--- src/rtl/fpc_pkg.sv ---
package fpc_pkg;
  typedef enum logic [1:0] {FORM_NONE, FORM_BRANCH, FORM_LOOP} form_e;

  localparam logic [7:0] OPC_BRANCH = 8'hF8;
  localparam logic [7:0] OPC_LOOP   = 8'hF0;
  localparam logic [3:0] OPC_GROUP  = 4'hD;
  localparam logic [3:0] SEL_LAST   = 4'hD;

  // Flag positions inside the condition vector.
  localparam int FLG_U = 3;
  localparam int FLG_L = 2;
  localparam int FLG_G = 1;
  localparam int FLG_E = 0;

  // Flags named by each predicate selector; zero for unused selectors.
  function automatic logic [3:0] pred_mask(input logic [3:0] sel);
    logic [3:0] m;
    m = '0;
    case (sel)
      4'h0: m[FLG_E] = 1'b1;
      4'h1: begin m[FLG_U] = 1'b1; m[FLG_L] = 1'b1; m[FLG_G] = 1'b1; end
      4'h2: m[FLG_G] = 1'b1;
      4'h3: begin m[FLG_G] = 1'b1; m[FLG_E] = 1'b1; end
      4'h4: m[FLG_L] = 1'b1;
      4'h5: begin m[FLG_L] = 1'b1; m[FLG_E] = 1'b1; end
      4'h6: m[FLG_U] = 1'b1;
      4'h7: begin m[FLG_L] = 1'b1; m[FLG_G] = 1'b1; end
      4'h8: begin m[FLG_L] = 1'b1; m[FLG_E] = 1'b1; m[FLG_G] = 1'b1; end
      4'h9: begin m[FLG_U] = 1'b1; m[FLG_G] = 1'b1; end
      4'hA: begin m[FLG_U] = 1'b1; m[FLG_G] = 1'b1; m[FLG_E] = 1'b1; end
      4'hB: begin m[FLG_U] = 1'b1; m[FLG_L] = 1'b1; end
      4'hC: begin m[FLG_U] = 1'b1; m[FLG_L] = 1'b1; m[FLG_E] = 1'b1; end
      4'hD: begin m[FLG_U] = 1'b1; m[FLG_E] = 1'b1; end
      default: m = '0;
    endcase
    return m;
  endfunction
endpackage

--- src/rtl/fpc_decode.sv ---
module fpc_decode
  import fpc_pkg::*;
#(
  parameter int OPC_W = 8
) (
  input  logic [OPC_W-1:0] op_b0,
  input  logic [OPC_W-1:0] op_b1,
  output form_e            form,
  output logic [3:0]       sel,
  output logic             well_formed
);
  localparam int HI = OPC_W - 1;

  logic group_ok;
  logic sel_ok;

  assign sel      = op_b1[3:0];
  assign group_ok = (op_b1[HI -: 4] == OPC_GROUP);
  assign sel_ok   = (sel <= SEL_LAST);

  always_comb begin
    form = FORM_NONE;
    if (group_ok && sel_ok) begin
      if (op_b0 == OPC_BRANCH)    form = FORM_BRANCH;
      else if (op_b0 == OPC_LOOP) form = FORM_LOOP;
    end
  end

  assign well_formed = (form != FORM_NONE);
endmodule

--- src/rtl/fpc_cond.sv ---
module fpc_cond
  import fpc_pkg::*;
#(
  parameter int NFLAGS = 4
) (
  input  logic [3:0]        sel,
  input  logic [NFLAGS-1:0] flags,
  output logic              hit
);
  logic [NFLAGS-1:0] mask;
  logic [NFLAGS-1:0] term;

  assign mask = pred_mask(sel);

  for (genvar i = 0; i < NFLAGS; i++) begin : g_term
    assign term[i] = mask[i] & flags[i];
  end

  assign hit = |term;
endmodule

--- src/rtl/fpc_target.sv ---
module fpc_target
  import fpc_pkg::*;
#(
  parameter int ADDR_W    = 32,
  parameter int DISP_W    = 8,
  parameter int BR_LEN    = 3,
  parameter int LOOP_LEN  = 2,
  parameter int LOOP_BIAS = 4
) (
  input  form_e              form,
  input  logic               well_formed,
  input  logic               hit,
  input  logic               fpu_en,
  input  logic [ADDR_W-1:0]  inst_addr,
  input  logic [DISP_W-1:0]  disp,
  input  logic [ADDR_W-1:0]  loop_addr,
  output logic               taken,
  output logic               exc,
  output logic               bad,
  output logic [ADDR_W-1:0]  next_pc
);
  localparam logic [ADDR_W-1:0] BR_STEP   = ADDR_W'(BR_LEN);
  localparam logic [ADDR_W-1:0] LOOP_STEP = ADDR_W'(LOOP_LEN);
  localparam logic [ADDR_W-1:0] BIAS      = ADDR_W'(LOOP_BIAS);

  function automatic logic [ADDR_W-1:0] rel_target(
    input logic [ADDR_W-1:0] base, input logic [DISP_W-1:0] d);
    logic [ADDR_W-1:0] ext;
    ext = {{(ADDR_W-DISP_W){d[DISP_W-1]}}, d};
    return base + ext;
  endfunction

  function automatic logic [ADDR_W-1:0] loop_target(input logic [ADDR_W-1:0] lar);
    return lar - BIAS;
  endfunction

  function automatic logic [ADDR_W-1:0] fall_through(
    input logic [ADDR_W-1:0] base, input logic is_loop);
    return base + (is_loop ? LOOP_STEP : BR_STEP);
  endfunction

  logic run;
  assign bad  = !well_formed;
  assign exc  = well_formed && !fpu_en;
  assign run  = well_formed && fpu_en;
  assign taken = run && hit;

  always_comb begin
    next_pc = inst_addr;
    if (run) begin
      if (hit) next_pc = (form == FORM_LOOP) ? loop_target(loop_addr)
                                             : rel_target(inst_addr, disp);
      else     next_pc = fall_through(inst_addr, form == FORM_LOOP);
    end
  end
endmodule

--- src/rtl/fp_cond_redirect.sv ---
module fp_cond_redirect
  import fpc_pkg::*;
#(
  parameter int ADDR_W = 32,
  parameter int DISP_W = 8,
  parameter int OPC_W  = 8,
  parameter int NFLAGS = 4
) (
  input  logic              clk,
  input  logic              rst_n,
  input  logic              in_valid,
  input  logic [OPC_W-1:0]  op_b0,
  input  logic [OPC_W-1:0]  op_b1,
  input  logic [DISP_W-1:0] disp,
  input  logic [ADDR_W-1:0] inst_addr,
  input  logic [ADDR_W-1:0] loop_addr,
  input  logic [NFLAGS-1:0] cond_flags,
  input  logic              fpu_en,
  output logic              out_valid,
  output logic              taken,
  output logic [ADDR_W-1:0] next_pc,
  output logic              fpu_off_exc,
  output logic              bad_op
);
  form_e             dec_form;
  logic [3:0]        dec_sel;
  logic              dec_ok;
  logic              cond_hit;
  logic              res_taken, res_exc, res_bad;
  logic [ADDR_W-1:0] res_pc;

  fpc_decode #(.OPC_W(OPC_W)) u_dec (
    .op_b0(op_b0), .op_b1(op_b1),
    .form(dec_form), .sel(dec_sel), .well_formed(dec_ok)
  );

  fpc_cond #(.NFLAGS(NFLAGS)) u_cond (
    .sel(dec_sel), .flags(cond_flags), .hit(cond_hit)
  );

  fpc_target #(.ADDR_W(ADDR_W), .DISP_W(DISP_W)) u_tgt (
    .form(dec_form), .well_formed(dec_ok), .hit(cond_hit), .fpu_en(fpu_en),
    .inst_addr(inst_addr), .disp(disp), .loop_addr(loop_addr),
    .taken(res_taken), .exc(res_exc), .bad(res_bad), .next_pc(res_pc)
  );

  always_ff @(posedge clk or negedge rst_n) begin
    if (!rst_n) begin
      out_valid   <= 1'b0;
      taken       <= 1'b0;
      next_pc     <= '0;
      fpu_off_exc <= 1'b0;
      bad_op      <= 1'b0;
    end else begin
      out_valid <= in_valid;
      if (in_valid) begin
        taken       <= res_taken;
        next_pc     <= res_pc;
        fpu_off_exc <= res_exc;
        bad_op      <= res_bad;
      end
    end
  end
endmodule

--- config.mk ---
export PLATFORM = sky130hd
export DESIGN_NAME = fp_cond_redirect
export DESIGN_NICKNAME = d
export VERILOG_FILES = /design/src/rtl/fpc_pkg.sv /design/src/rtl/fpc_decode.sv /design/src/rtl/fpc_cond.sv /design/src/rtl/fpc_target.sv /design/src/rtl/fp_cond_redirect.sv
export SDC_FILE = /design/constraint.sdc
export NUM_CORES = 1
export LEC_CHECK = 0
export BUFFER_PORTS_ARGS = -buffer_cell sky130_fd_sc_hd__buf_2
export CAP_MARGIN = 10
export CORE_MARGIN = 1
export CORE_UTILIZATION = 40
export DETAILED_ROUTE_END_ITERATION = 16
export GPL_TIMING_DRIVEN = 1
export SLEW_MARGIN = 25
export SYNTH_ARGS = -nofsm -noshare
export SYNTH_HDL_FRONTEND = slang
export SYNTH_SLANG_ARGS = --single-unit
export TNS_END_PERCENT = 100
--- constraint.sdc ---
create_clock -name clk -period 1.3 [get_ports clk]
set_clock_uncertainty 0.15 [all_clocks]
set_input_delay 0.195 -clock clk [delete_from_list [all_inputs] [get_ports clk]]
set_output_delay 0.195 -clock clk [all_outputs]
set_load 0.01 [all_outputs]
==> flow_summary.ini <==
[routing]
vias = 7157
wl_per_cell_um = 19.3
dr.pass1.iters = 5
drc = 0
detail-route-antenna-nets = 0
vias_per_cell = 5.81
drt-initial-drc-count = 613
finalWirelength_um = 23700

[synthesis]
yosys.area.top_type_share_pct = 17.6
synthCells = 694
syn_area_sq_mm = 0.00513
synthTopCellsByArea = dfrtp_1 18%, ha_1 8.3%, a21oi_1 7.9%, xnor2_1 6.8%, nor2_1 4.8%
yosysSeqAreaShare_pct = 17.6
synth-main-ff-cell = dfrtp_1
synth_top_area_cell = dfrtp_1
synth_edf_count = 0
yosysWarningCount = 0
syn_nets = 825
yosysUniqueCellTypes = 72
avgSynthCellArea_sq_um = 7.39
synth-seq-cells = 36
synth-async-reset-ratio_pct = 100

[worst_setup_path]
crit_arrival_ns = 2.66
worstSetupPathType = in2reg
timing.rr.start = next_pc[30]
max_stage_delay_ns = 0.39
path_cells = buf_6 > buf_8 > ha_4 > a21oi_4 > o21ai_2 > nor4_2 > nor3_1 > a21o_1 > a311o_1 > buf_4 > xor2_1 > o221ai_1 > nand2_1
worstRegToRegCells = 4
path_delay_family = compound AO/OA/AOI/OAI gates
cp-end-kind = register
crit_slowest_cell = a311o_1
cp_max_fo = 7
r2r_slack_ns = 0.10
cp.required_ns = 1.31
setup.worst_path.start_class = input pin
path_buf_inv = 3
regToRegEndpoint = next_pc[30]

[run_status]
status = finished with violations
violations = setup timing

[floorplanning]
fp.dieH_um = 115
core_area_sq_mm = 0.0123
row_count = 40
boundaryPins = 132
dieArea_sq_mm = 0.0133
die_w_um = 115
start_util_pct = 41.8

[grt]
met1_usage_pct = 47.9
gr-max-usage-layer = met2
antenna_found_initial = 0
grt_pass1_vias = 6599
grt_use_met3_pct = 5.48
grt_overflow = 0
grtUsageMet2_pct = 52.5
grt_pass1_wl_um = 34500
grtUsageTotal_pct = 33.9
grt_start_max_net_pins = 37

[finish]
num_antenna_cells = 0
final_cell_area_sq_mm = 0.00913
drive_above_1_share_pct = 52.6
area_delta_synth_final_pct = 78.0
fin_nets = 1193
final_cells = 1231

[timing]
hold_viol = 0
holdWs_ns = 0.110
relSlewSlack_pct = 69.4
setup_viol = 33
drv_slew = 0
rsz0062_at_grt = true
final.min_clock_period_ns = 2.65
worstMarginPinSlew_ns = 0.459
finalCritPeriodShare_pct = 204
fmax_mhz = 378
final.setup.worst_slack_ns = -1.35

[clocking]
cts_max_level = 2
clk_pin_slew_ns = 0.05
cts_tree = built
cts_root_buf = clkbuf_16
cts_buffers = 5
clock-sinks = 36
clkLatencyLatePin_ns = 0.28
cts_buffer_depth = 2

[power_and_ir_drop]
irDropWorstVdd_v = 0.000487
p_total_mw = 5.95
leakage_nw = 4.17
power.switching_mw = 2.28
clock_power_share_pct = 20.6
switching_share_pct = 38.3
p_comb_share_pct = 57.7
powerDensity_mw_per_mm2 = 652
power.internal_mw = 3.67
p_seq_share_pct = 21.7

[placed_design]
numPortBuffers = 131
dpl-instance-area_sq_mm = 0.00776
gp_congestion = 0.934
place_inst = 1193
place_hpwl_um = 18000

[hold_path]
hold-path-cell-count = 3
hp-class = in2reg
whs_endpoint = fpu_off_exc
hp-start = fpu_en

[run]
drv_cap = 0
==> metrics by stage <==
step           setup slack [ns]  util [%]  setup TNS, ns
6_report                  -1.35      74.4         -38.30
5_1_grt                   -1.47      74.4         -41.81
4_1_cts                   -1.44      69.2         -37.79
3_5_place_dp              -1.89      63.3         -50.57
3_3_place_gp              -1.79      63.3         -49.07
2_1_floorplan             -1.61         -         -42.74
==> worst register-to-register path, delay by kind of cell (launching register included) <==
kind,cells,cell delay [ns]
DFF,1,0.40
AOI/OAI and AO/OA,1,0.17
and+or+nand+nor,3,0.37
==> area by class of cell <==
| class | count | area [sq um] |
|---|---|---|
| Clock buffer | 8 | 146 |
| Fill cell | 934 | 3140 |
| Inverter | 22 | 86.3 |
| Multi-Input combinational cell | 598 | 4830 |
| Sequential cell | 36 | 901 |
| Tap cell | 168 | 210 |
| Timing Repair Buffer | 399 | 2950 |
==> synthesized netlist by cell type, drive strengths merged (3+ instances only) <==
cell and n:
nor4 7, and3 14, a21oi 81, mux2 4, o21a 6, nand3b 3
buf 9, o221ai 7, a21o 25, xor2 21, mux2i 5, a2111oi 3
nor2 67, o21ai 44, o2bb2ai 3, o31ai 5, a31oi 12, nor3 18
nor2b 8, ha 34, inv 20, and4 6, or3 8, nand2 60
a211oi 18, clkbuf 29, xnor2 40, o211ai 9, or4 5, nand3 20
o21bai 4, nand4 16, a41oi 3, dfrtp 36, a221oi 7
==> placed cells by master (no fill, tap or decap), types with 6 or more instances in the layout <==
cell,Yosys,layout
a211oi_1,18,8
a211oi_2,0,7
a21o_1,25,25
a21oi_1,81,53
a21oi_2,0,25
a31oi_1,12,7
and3_1,14,11
and4_1,6,6
buf_2,7,120
buf_4,1,231
buf_6,0,36
dfrtp_1,36,36
ha_1,34,19
ha_4,0,14
inv_1,20,17
nand2_1,60,54
nand3_1,20,13
nand4_1,16,16
nor2_1,66,55
nor2_2,0,7
nor2b_1,8,7
nor3_1,15,10
o211ai_1,9,9
o21ai_0,41,15
o21ai_1,3,19
o21ai_2,0,9
xnor2_1,40,39
xor2_1,21,20
==> logic make-up (layout without fill, tap and decap cells) <==
logic type	count (synthesis)	count (layout)	synth area share, %
DFF	36	36	17.6
buffers and inverters	60	429	4.64
muxes	10	10	2.29
and+or+nand+nor	243	243	25.0
xor gates and xnor gates	61	61	10.4
adders and majority gates	35	35	8.69
AOI/OAI and AO/OA	249	249	31.4
==> power by group through the flow <==
stage                     Sequential [mW]  Clock (mW)  Combinational, mW
after detailed placement             1.30           0               2.76
after global placement               1.30           0               2.71
after floorplan                      1.34           0               1.30
after CTS                            1.28        1.23               3.03
final                                1.29        1.23               3.43
after global routing                 1.30        1.27               3.65
==> metal layers <==
metal  up-vias  share of wire, %  routed length [um]
met3        51               8.4                2010
met5         -                 0                   0
met2       364                45               10600
li1       3339                 -                   -
met4         0               2.5                 595
met1      3403                44               10500
==> timing repair <==
action	CTS	global route
pin swaps	72	80
hold buffers	2	0
setup endpoints to repair	33	35
resized for setup	113	116
gates cloned	1	1
endpoints found under the hold margin	37	0
setup buffers	15	19
==> state kept, by name, summed over array words and instances, names as in the netlist <==
signal and count:
next_pc 32, taken 1, fpu_off_exc 1, bad_op 1, out_valid 1
==> worst max-delay path by stage <==
stage | depth (start not counted) | end | from
after floorplan | 18 | next_pc[26] | op_b1[3]
after global placement | 13 | next_pc[30] | disp[0]
after detailed placement | 11 | next_pc[27] | disp[7]
after CTS | 13 | next_pc[30] | inst_addr[0]
after global routing | 13 | next_pc[30] | inst_addr[0]
final | 13 | next_pc[23] | disp[7]
Power figures use the tool's default switching activity.
